`config.mk`:
```
export PLATFORM = sky130hd
export DESIGN_NAME = rs485_autodir
export DESIGN_NICKNAME = d
export VERILOG_FILES = /design/src/rtl/rs485dir_pkg.sv /design/src/rtl/rs485dir_regs.sv /design/src/rtl/rs485dir_tick.sv /design/src/rtl/rs485dir_shifter.sv /design/src/rtl/rs485dir_fsm.sv /design/src/rtl/rs485_autodir.sv
export SDC_FILE = /design/constraint.sdc
export NUM_CORES = 1
export LEC_CHECK = 0
export ABC_AREA = 0
export CAP_MARGIN = 20
export CORE_MARGIN = 2
export CORE_UTILIZATION = 45
export CTS_BUF_LIST = sky130_fd_sc_hd__clkbuf_4
export CTS_CLUSTER_SIZE = 8
export DETAILED_ROUTE_END_ITERATION = 10
export HOLD_SLACK_MARGIN = 0.15
export SYNTH_ARGS = -nofsm -noshare
export SYNTH_HDL_FRONTEND = slang
export SYNTH_SLANG_ARGS = --single-unit
```
`constraint.sdc`:
```
create_clock -name clk -period 5.8 [get_ports clk]
set_input_delay 0.87 -clock clk [delete_from_list [all_inputs] [get_ports clk]]
set_output_delay 0.87 -clock clk [all_outputs]
set_load 0.01 [all_outputs]
```
`src/rtl/rs485dir_pkg.sv`:
```
package rs485dir_pkg;
  localparam int REG_AW = 2;
  localparam int DIV_W  = 16;
  localparam int BYTE_W = 8;

  localparam logic [REG_AW-1:0] A_TXDATA = 2'd0;
  localparam logic [REG_AW-1:0] A_DIVLO  = 2'd1;
  localparam logic [REG_AW-1:0] A_DIVHI  = 2'd2;
  localparam logic [REG_AW-1:0] A_CTRL   = 2'd3;

  localparam int C_ENABLE = 0;
  localparam int C_POL    = 1;
  localparam int C_OS13   = 2;

  typedef enum logic [1:0] {
    DIR_IDLE = 2'd0,
    DIR_SEND = 2'd1,
    DIR_HOLD = 2'd2
  } dir_state_e;
endpackage

```
`src/rtl/rs485dir_regs.sv`:
```
module rs485dir_regs
  import rs485dir_pkg::*;
(
  input  logic              clk,
  input  logic              rst,
  input  logic [REG_AW-1:0] reg_addr,
  input  logic              reg_wr,
  input  logic [BYTE_W-1:0] reg_wdata,
  output logic [BYTE_W-1:0] reg_rdata,
  output logic [DIV_W-1:0]  divisor,
  output logic              ctl_en,
  output logic              ctl_pol,
  output logic              ctl_os13,
  output logic              data_wr,
  output logic [BYTE_W-1:0] data_byte
);
  logic [BYTE_W-1:0] ctrl_q;
  logic [BYTE_W-1:0] div_lo_q;
  logic [BYTE_W-1:0] div_hi_q;

  always_ff @(posedge clk) begin
    if (rst) begin
      ctrl_q   <= '0;
      div_lo_q <= '0;
      div_hi_q <= '0;
    end else if (reg_wr) begin
      case (reg_addr)
        A_CTRL:  ctrl_q   <= reg_wdata;
        A_DIVLO: div_lo_q <= reg_wdata;
        A_DIVHI: div_hi_q <= reg_wdata;
        default: ;
      endcase
    end
  end

  always_ff @(posedge clk) begin
    if (rst) begin
      reg_rdata <= '0;
    end else begin
      case (reg_addr)
        A_CTRL:  reg_rdata <= ctrl_q;
        A_DIVLO: reg_rdata <= div_lo_q;
        A_DIVHI: reg_rdata <= div_hi_q;
        default: reg_rdata <= '0;
      endcase
    end
  end

  assign divisor   = {div_hi_q, div_lo_q};
  assign ctl_en    = ctrl_q[C_ENABLE];
  assign ctl_pol   = ctrl_q[C_POL];
  assign ctl_os13  = ctrl_q[C_OS13];
  assign data_wr   = reg_wr && (reg_addr == A_TXDATA);
  assign data_byte = reg_wdata;
endmodule

```
`src/rtl/rs485dir_tick.sv`:
```
module rs485dir_tick
  import rs485dir_pkg::*;
#(
  parameter int OS_HI = 16,
  parameter int OS_LO = 13
) (
  input  logic             clk,
  input  logic             rst,
  input  logic [DIV_W-1:0] divisor,
  input  logic             os13,
  input  logic             restart,
  output logic             tick,
  output logic             rate_ok
);
  localparam int CNT_W = DIV_W + $clog2(OS_HI) + 1;

  logic [CNT_W-1:0] limit;
  logic [CNT_W-1:0] count;

  assign limit   = os13 ? CNT_W'(divisor) * CNT_W'(OS_LO)
                        : CNT_W'(divisor) * CNT_W'(OS_HI);
  assign rate_ok = (divisor != '0);
  assign tick    = rate_ok && (count >= limit - CNT_W'(1));

  always_ff @(posedge clk) begin
    if (rst || restart || tick || !rate_ok) count <= '0;
    else                                   count <= count + CNT_W'(1);
  end

  // every tick closes a window; the next one starts counting from zero
  a_r8_tick_restart: assert property (@(posedge clk) disable iff (rst)
    tick |=> (count == '0));
endmodule

```
`src/rtl/rs485dir_shifter.sv`:
```
module rs485dir_shifter
  import rs485dir_pkg::*;
(
  input  logic              clk,
  input  logic              rst,
  input  logic              tick,
  input  logic              load,
  input  logic [BYTE_W-1:0] load_byte,
  output logic              txd,
  output logic              busy,
  output logic              empty_evt
);
  localparam int FRAME_BITS = BYTE_W + 2;
  localparam int BC_W       = $clog2(FRAME_BITS);

  logic [BYTE_W-1:0] hold_byte;
  logic              hold_full;
  logic [BYTE_W:0]   shreg;
  logic [BC_W-1:0]   bits_left;
  logic              last_bit;

  assign last_bit  = busy && (bits_left == '0);
  assign empty_evt = tick && last_bit && !hold_full;

  always_ff @(posedge clk) begin
    if (rst) begin
      txd       <= 1'b1;
      busy      <= 1'b0;
      shreg     <= '1;
      bits_left <= '0;
      hold_full <= 1'b0;
      hold_byte <= '0;
    end else begin
      if (tick) begin
        if (!busy || last_bit) begin
          if (hold_full) begin
            txd       <= 1'b0;
            shreg     <= {1'b1, hold_byte};
            bits_left <= BC_W'(FRAME_BITS - 1);
            busy      <= 1'b1;
            hold_full <= 1'b0;
          end else begin
            txd  <= 1'b1;
            busy <= 1'b0;
          end
        end else begin
          txd       <= shreg[0];
          shreg     <= {1'b1, shreg[BYTE_W:1]};
          bits_left <= bits_left - BC_W'(1);
        end
      end
      if (load) begin
        hold_byte <= load_byte;
        hold_full <= 1'b1;
      end
    end
  end

  // the line only moves on a bit tick
  a_r4_txd_on_tick: assert property (@(posedge clk) disable iff (rst)
    !$stable(txd) |-> $past(tick));
endmodule

```
`src/rtl/rs485dir_fsm.sv`:
```
module rs485dir_fsm
  import rs485dir_pkg::*;
#(
  parameter int HOLD_BITS = 3
) (
  input  logic clk,
  input  logic rst,
  input  logic en,
  input  logic pol,
  input  logic tick,
  input  logic accept,
  input  logic empty_evt,
  output logic tx_active,
  output logic dir_out
);
  localparam int HC_W = $clog2(HOLD_BITS + 1);

  dir_state_e      state, nxt;
  logic [HC_W-1:0] hold_cnt, hold_nxt;

  always_comb begin
    nxt      = state;
    hold_nxt = hold_cnt;
    if (!en) begin
      nxt      = DIR_IDLE;
      hold_nxt = '0;
    end else if (accept) begin
      nxt      = DIR_SEND;
      hold_nxt = '0;
    end else begin
      case (state)
        DIR_SEND: if (empty_evt) begin
          nxt      = DIR_HOLD;
          hold_nxt = '0;
        end
        DIR_HOLD: if (tick) begin
          if (hold_cnt == HC_W'(HOLD_BITS - 1)) begin
            nxt      = DIR_IDLE;
            hold_nxt = '0;
          end else begin
            hold_nxt = hold_cnt + HC_W'(1);
          end
        end
        default: ;
      endcase
    end
  end

  always_ff @(posedge clk) begin
    if (rst) begin
      state    <= DIR_IDLE;
      hold_cnt <= '0;
      dir_out  <= 1'b1;
    end else begin
      state    <= nxt;
      hold_cnt <= hold_nxt;
      dir_out  <= (nxt == DIR_IDLE) ? ~pol : pol;
    end
  end

  assign tx_active = (state != DIR_IDLE);

  // a cleared enable forces receive by the next cycle
  a_r7_disabled_idle: assert property (@(posedge clk) disable iff (rst)
    !en |=> !tx_active);
  // an accepted write with enable set means transmit on the next cycle
  a_r3_write_activates: assert property (@(posedge clk) disable iff (rst)
    (accept && en) |=> tx_active);
  // the hold never counts past its fixed length
  a_r5_hold_bounded: assert property (@(posedge clk) disable iff (rst)
    (state == DIR_HOLD) |-> (hold_cnt < HC_W'(HOLD_BITS)));
endmodule

```
`src/rtl/rs485_autodir.sv`:
```
module rs485_autodir
  import rs485dir_pkg::*;
#(
  parameter int HOLD_BITS = 3,
  parameter int OS_HI     = 16,
  parameter int OS_LO     = 13
) (
  input  logic              clk,
  input  logic              rst,
  input  logic [REG_AW-1:0] reg_addr,
  input  logic              reg_wr,
  input  logic [BYTE_W-1:0] reg_wdata,
  output logic [BYTE_W-1:0] reg_rdata,
  output logic              txd,
  output logic              dir_out
);
  logic [DIV_W-1:0]  divisor;
  logic              ctl_en, ctl_pol, ctl_os13;
  logic              data_wr;
  logic [BYTE_W-1:0] data_byte;
  logic              tick, rate_ok;
  logic              accept, restart;
  logic              busy, empty_evt;
  logic              tx_active;

  assign accept  = data_wr && rate_ok;
  assign restart = accept && !busy;

  rs485dir_regs u_regs (
    .clk       (clk),
    .rst       (rst),
    .reg_addr  (reg_addr),
    .reg_wr    (reg_wr),
    .reg_wdata (reg_wdata),
    .reg_rdata (reg_rdata),
    .divisor   (divisor),
    .ctl_en    (ctl_en),
    .ctl_pol   (ctl_pol),
    .ctl_os13  (ctl_os13),
    .data_wr   (data_wr),
    .data_byte (data_byte)
  );

  rs485dir_tick #(.OS_HI(OS_HI), .OS_LO(OS_LO)) u_tick (
    .clk     (clk),
    .rst     (rst),
    .divisor (divisor),
    .os13    (ctl_os13),
    .restart (restart),
    .tick    (tick),
    .rate_ok (rate_ok)
  );

  rs485dir_shifter u_shift (
    .clk       (clk),
    .rst       (rst),
    .tick      (tick),
    .load      (accept),
    .load_byte (data_byte),
    .txd       (txd),
    .busy      (busy),
    .empty_evt (empty_evt)
  );

  rs485dir_fsm #(.HOLD_BITS(HOLD_BITS)) u_fsm (
    .clk       (clk),
    .rst       (rst),
    .en        (ctl_en),
    .pol       (ctl_pol),
    .tick      (tick),
    .accept    (accept),
    .empty_evt (empty_evt),
    .tx_active (tx_active),
    .dir_out   (dir_out)
  );

  // pin level follows the direction state and the polarity in force
  a_r6_level: assert property (@(posedge clk) disable iff (rst)
    1'b1 |=> (dir_out == (tx_active ? $past(ctl_pol) : ~$past(ctl_pol))));
  // with no rate, nothing is accepted and the line stays idle
  a_r11_no_rate_no_send: assert property (@(posedge clk) disable iff (rst)
    (!rate_ok && !busy) |=> txd);
endmodule

```
==> results.ini, run 1 <==
[sta]
setup_viol=0
fin_worst_skew_ps=14.98
worst_pin_slew_ps=696.9
setup_ws_ps=317.8
slew_headroom=0.5340
hold_viol_final=0
fmax_mhz=182.4
finalMaxSlewViolations=0
period_needed_ps=5482
post-route-period-util=0.9452

[global_route]
track_usage=0.2013
grt_pass1_wl_um=23170
antenna_found_initial=0
grt.overflow.total=0
grt_max_degree=50
grt_pass1_vias=4827

[detailed_routing]
ant_nets=0
num_vias=5059
via_per_inst=5.463
post_drt_wl_per_cell_um=14.89
dr.pass1.iters=5
dr.first_iter.drc_count=294
drt-total-wl_um=13780
drc=0

[final_layout]
multi_input_area_mm2=0.004093
n_fill_cell=1229
layout-drive-gt1-share=0.09019
antenna_cells=0
final_cells=926
seq_area_mm2=0.001635
nNetsFinal=845
areaGrowthSynthToFinish_pct=12.50

[synth]
ys_ff_latch=81
synth_compound_area_frac=0.1570
yosysSeqAreaShare=0.2731
synth_top_family_by_area=simple AND/OR/NAND/NOR gates
synthSimpleGateAreaFrac=0.2061
yosys-top-cells-area=dfxtp_1 27%, ha_1 15%, nor2_1 6.5%
syn_nets=814
async_flop_share=0
yosysUniqueCellTypes=64
yosysWarnings=0
synth_top_area_frac=0.2731
synth_top_area_cell=dfxtp_1
synth_xor_area_frac=0.06934
synth_flop_cell=dfxtp_1
synth_edf_count=0
synthAdderAreaFrac=0.1914
syn_inst=718
syn_avg_cell_area_um2=8.269
synthMuxAreaShare=0.05416
netlist_area_mm2=0.005937

[clock_tree]
clk_path_buf_depth=2
hold_buffers=0
cts_buffers=9
clock_latency_ps=460
cts_tree=yes
clock-root-buffer=clkbuf_4
clock-sinks=81
path_clk_slew_ps=130
cts_max_level=3

[floorplan]
die_y_um=118.9
core_mm2=0.01277
die_w_um=118.9
start_util=0.4648
rows=41
io_pins=23
dieArea_mm2=0.01413

[pwr]
total_power_mw=1.187
leakage_nw=3.042
vdd_drop_max_v=0.0001679
pwr_density_cell_mw_per_mm2=177.8

[min_path]
min_from=u_tick.count[0]
hp-class=reg -> reg
holdPathStages=1
hold_end=u_tick.count[0]

[place]
pre_cts_ws_ps=94.03
place_congestion=0.8887
portBuffers=22
placed_cells_incl_taps=903
hpwlAfterDp_um=10760

[worst_setup_path]
r2r-end=u_shift.shreg[7]
rrSetupSlack_ps=320
path_buf_inv=4
r2r_start=u_regs.div_lo_q[2]
crit_family=compound AO/OA/AOI/OAI gates
cp_common_cell=inv_1
cp_max_fo=9
crit_required_ps=6150
start_kind=flip-flop
critPathCaptureType=flip-flop
crit_arrival_ps=5830
slowest_stage=fa_1
reg2regPathDepth=26
critical_path_class=reg -> reg
cpPeakStageDelay_ps=490

[run_status]
status=finished clean

[job]
maxCapViolations=0

==> kinds of logic (layout without fill, tap and decap cells) <==
group | count (synthesis) | after routing
DFF | 81 | 81
xor gates and xnor gates | 47 | 47
buffers and inverters | 77 | 113
muxes | 32 | 32
AOI/OAI and AO/OA | 140 | 140
and+or+nand+nor | 258 | 258
adders and majority gates | 83 | 83
==> cell usage after synthesis (all sizes together), types with 2 or more instances <==
library cell,instances
clkbuf,23
o21a,6
nor3b,2
a21o,12
o2111a,2
o31ai,2
nor3,9
nand2,61
fa,13
a31oi,6
o22ai,2
buf,4
o311ai,8
nand3,26
a21oi,41
nand4,14
nor2,103
inv,49
a311oi,2
o211ai,4
dfxtp,81
xor2,19
and3,11
and4,4
xnor2,28
and2,2
a22oi,8
nand3b,6
o211a,3
nand2b,4
nor2b,6
o21ai,29
a211oi,4
or3,4
mux2i,31
ha,70
==> state kept, by name, indices dropped and copies added (netlist names) <==
signal             flops
u_shift.shreg          8
u_shift.txd            1
u_regs.reg_rdata       8
u_regs.div_lo_q        8
u_shift.hold_full      1
u_shift.busy           1
u_fsm.dir_out          1
u_regs.div_hi_q        8
u_fsm.hold_cnt         2
u_tick.count          21
u_shift.bits_left      4
u_fsm.state            2
u_shift.hold_byte      8
u_regs.ctrl_q          8
==> power breakdown <==
| group | switching (mW) | internal, mW | total (mW) |
|---|---|---|---|
| Combinational | 0.145 | 0.116 | 0.261 |
| Sequential | 0.0109 | 0.567 | 0.578 |
| Clock | 0.211 | 0.138 | 0.349 |
| Total | 0.367 | 0.820 | 1.19 |
==> cell type report <==
cell class | instances | share of cell area
clock inverters | 6 | 0.009741
flip-flops and latches | 81 | 0.2448
clock buffers | 10 | 0.01124
repair buffers | 47 | 0.06107
well taps | 172 | 0.03222
multi-input cells | 560 | 0.6128
inverters | 50 | 0.02810
==> layer usage <==
layer / track usage / wire [um] / vias to the layer above
met3: 0.03688 / 420 / 13
met2: 0.3326 / 6460 / 83
li1: - / - / 2567
met1: 0.2686 / 6709 / 2396
met5: 0 / 0 / -
met4: 0.05804 / 194 / 0
==> stage by stage <==
stage,instance area [um^2],hold slack [ps],TNS [ps],utilization
final,6679,502.8,0,0.5229
after detailed placement,6405,471.4,0,0.5014
after floorplan,5937,440.7,0,-
after global placement,6405,466.9,0,0.5014
after CTS,6545,502.5,0,0.5124
after global routing,6679,528.2,-23.39,0.5229
==> cells in the final DEF (no fill, tap or decap), types with 3 or more instances in the layout <==
master           netlist  final
nor2_1               103    103
dfxtp_1               81     76
ha_1                  70     68
nand2_1               61     61
inv_1                 49     48
a21oi_1               41     36
mux2i_1               31     31
xnor2_1               28     28
nand3_1               26     26
buf_4                  0     25
clkdlybuf4s50_1        0     22
o21ai_0               22     20
xor2_1                19     19
nand4_1               14     14
a21o_1                12     12
fa_1                  13     12
and3_1                10     10
clkbuf_4               0     10
nor3_1                 9      9
o21ai_1                7      8
a22oi_1                8      8
o21a_1                 6      6
nand3b_1               6      6
a21oi_2                0      5
nor2b_1                5      5
o311ai_0               5      5
a211oi_1               4      4
o211ai_1               4      4
nand2b_1               4      4
o311ai_1               3      3
or3_1                  3      3
o211a_1                3      3
a31oi_1                5      3
and4_1                 3      3
dfxtp_4                0      3
==> how the worst max path moves through the flow <==
stage,cells past startpoint,slack (ps),from,end
6_report,26,320,u_regs.div_lo_q[2],u_shift.shreg[7]
5_1_grt,26,-20,u_regs.div_lo_q[2],u_fsm.dir_out
4_1_cts,26,80,u_regs.div_lo_q[1],u_shift.shreg[7]
3_5_place_dp,26,90,u_regs.div_lo_q[1],u_shift.shreg[7]
3_3_place_gp,26,220,u_regs.div_lo_q[1],u_shift.shreg[7]
2_1_floorplan,27,310,u_regs.div_lo_q[0],u_fsm.hold_cnt[0]
==> timing repair <==
| item | CTS | global route |
|---|---|---|
| hold endpoints to repair | 0 | 0 |
| setup buffers | 0 | 6 |
| endpoints found under the setup margin | 0 | 41 |
| resized for setup | 0 | 25 |
Power figures use the tool's default switching activity.
==> run 2: changes to the inputs <==
CORE_ASPECT_RATIO = 1.2   (was unset)
CORE_UTILIZATION = 58   (was 45)
PLACE_DENSITY = 0.79   (was unset)
==> run 2 against run 1 <==
  * Cell count fell by 5.8%
  * Worst hold slack worse by 3.8 ps
  * Clock power shrank 3%
  * Wire length is 1.7% lower
  * Fmax decreased by 2.2%
  * Sequential power barely moved
==> results.ini, run 2 (same netlist as run 1, synthesis figures left out) <==
[detailed_routing]
drc=0  ; unchanged
num_vias=5077  ; +0.36%
drt-total-wl_um=13560  ; -1.7%
dr.pass1.iters=6  ; +1
ant_nets=0  ; unchanged
via_per_inst=5.822  ; +6.6%
post_drt_wl_per_cell_um=15.55  ; +4.4%
dr.first_iter.drc_count=265  ; -9.9%

[clock_tree]
clk_path_buf_depth=2  ; unchanged
clock-root-buffer=clkbuf_4
hold_buffers=0  ; unchanged
cts_max_level=3  ; unchanged
cts_buffers=9  ; unchanged
clock-sinks=81  ; unchanged
path_clk_slew_ps=160  ; +30 ps
clock_latency_ps=470  ; about the same
cts_tree=yes

[global_route]
antenna_found_initial=0  ; unchanged
grt_pass1_wl_um=22270  ; -3.9%
grt_max_degree=50  ; unchanged
grt.overflow.total=0  ; unchanged
grt_pass1_vias=4872  ; +0.93%
track_usage=0.2554  ; +0.05407

[pwr]
total_power_mw=1.178  ; -0.81%
power.share.combinational=0.220  ; about the same
seqPwrFrac=0.492  ; +0.006
pwr_density_cell_mw_per_mm2=180.0  ; +1.3%
p_sw_frac=0.3356  ; +0.02663
clkPwrFrac=0.288  ; -0.006
p_sw_mw=0.3952  ; +7.7%
leakage_nw=2.996  ; -1.5%
p_int_mw=0.7824  ; -4.6%
vdd_drop_max_v=0.0001574  ; -6.2%

[floorplan]
start_util=0.5931  ; +0.1283
die_w_um=96.36  ; -19%
core_mm2=0.01001  ; -22%
rows=40  ; -2.4%
io_pins=23  ; unchanged
die_y_um=114.8  ; -3.4%
dieArea_mm2=0.01107  ; -22%

[sta]
setup_viol=0  ; unchanged
finalMaxSlewViolations=0  ; unchanged
worst_pin_slew_ps=1054  ; +356.9 ps
post-route-period-util=0.9664  ; +0.02122
slew_headroom=0.2960  ; -0.2379
period_needed_ps=5605  ; +123.1 ps
hold_viol_final=0  ; unchanged
fin_worst_skew_ps=17.65  ; +2.672 ps
fmax_mhz=178.4  ; -2.2%

[final_layout]
seq_area_mm2=0.001634  ; about the same
multi_input_area_mm2=0.004074  ; -0.46%
areaGrowthSynthToFinish_pct=10.20
n_fill_cell=834  ; -32%
layout-drive-gt1-share=0.07507  ; -0.01512
final_cells=872  ; -5.8%
largest_register_ffs=21  ; unchanged
final_common_cell=nor2_1
nNetsFinal=837  ; -0.95%
layout_common_cells=103 x nor2_1, 75 x dfxtp_1, 69 x ha_1, 61 x nand2_1, 49 x inv_1
antenna_cells=0  ; unchanged
top_register=u_tick.count

[worst_setup_path]
startpoint=u_regs.div_lo_q[2]
critical_path_class=reg -> reg
slowest_stage=fa_1
cp_max_fo=9  ; unchanged
r2r_start=u_regs.div_lo_q[2]
crit_arrival_ps=5970  ; +140 ps
cpPeakStageDelay_ps=510  ; +20 ps
crit_required_ps=6170  ; +20 ps
critPathCaptureType=flip-flop
start_kind=flip-flop
cp_common_cell=inv_1

[min_path]
hp-class=reg -> reg
min_from=u_tick.count[0]

[place]
placed_cells_incl_taps=853  ; -5.5%
place_congestion=0.8606  ; -3.2%
portBuffers=22  ; unchanged
hpwlAfterDp_um=10440  ; -2.9%

[job]
maxCapViolations=0  ; unchanged

[run_status]
status=finished clean

[run 2: worst max-delay path, delay by kind of cell (launching register included)]
family                   cells  cell delay [ps]
AO/OA/AOI/OAI               10             1820
flip-flops                   1              390
adder cells (fa/ha/maj)      4             1320
buffers and inverters        4              390
AND/OR/NAND/NOR              7             1400
XOR/XNOR                     1              200
[run 2: final cells by class]
| cell class | count | area share |
|---|---|---|
| flip-flops and latches | 81 | 0.2498 |
| clock inverters | 7 | 0.01128 |
| clock buffers | 9 | 0.01033 |
| multi-input cells | 560 | 0.6227 |
| inverters | 50 | 0.02869 |
| well taps | 126 | 0.02410 |
| repair buffers | 39 | 0.05317 |
[run 2: timing repair]
item | CTS | global route
resized for setup | 0 | 19
buffers inserted | 0 | 3
endpoints found under the setup margin | 0 | 41
[run 2: power groups by stage]
stage	clock network [mW]	registers [mW]	logic, mW
3_5_place_dp	0	0.592	0.249
3_3_place_gp	0	0.592	0.240
4_1_cts	0.345	0.580	0.250
2_1_floorplan	0	0.589	0.185
6_report	0.339	0.580	0.259
5_1_grt	0.369	0.582	0.288
[run 2: per-layer routing]
metal	vias up	track usage	part of all wire
met1	2393	0.3026	0.44
met3	29	0.04194	0.030
met2	101	0.4468	0.50
met5	-	0.01389	0
met4	0	0.1146	0.032
li1	2554	-	-
[run 2: worst paths after layout]
kind,slack [ps],end,cells past startpoint
hold reg to reg,500,u_tick.count[0],1
hold / removal,500,u_tick.count[0],1
setup reg to reg,190,u_shift.shreg[7],26
setup / recovery,190,u_shift.shreg[7],26
[run 2: stage by stage]
| step | setup WS [ps] | hold slack, ps | setup TNS, ps | area, um^2 | util |
|---|---|---|---|---|---|
| final | 194.7 | 499.0 | 0 | 6543 | 0.6536 |
| after global routing | -153.6 | 539.3 | -2539 | 6543 | 0.6536 |
| after CTS | 74.56 | 505.3 | 0 | 6459 | 0.6453 |
| after detailed placement | 82.07 | 471.7 | 0 | 6317 | 0.6311 |
| after global placement | 170.2 | 461.8 | 0 | 6317 | 0.6311 |
| after floorplan | 309.4 | 440.7 | 0 | 5937 | - |
==> run 3: changes to the inputs <==
SLEW_MARGIN = 20   (was unset)
==> results of run 3 <==
The final DEF is identical to that of run 2; final timing and power are the same.
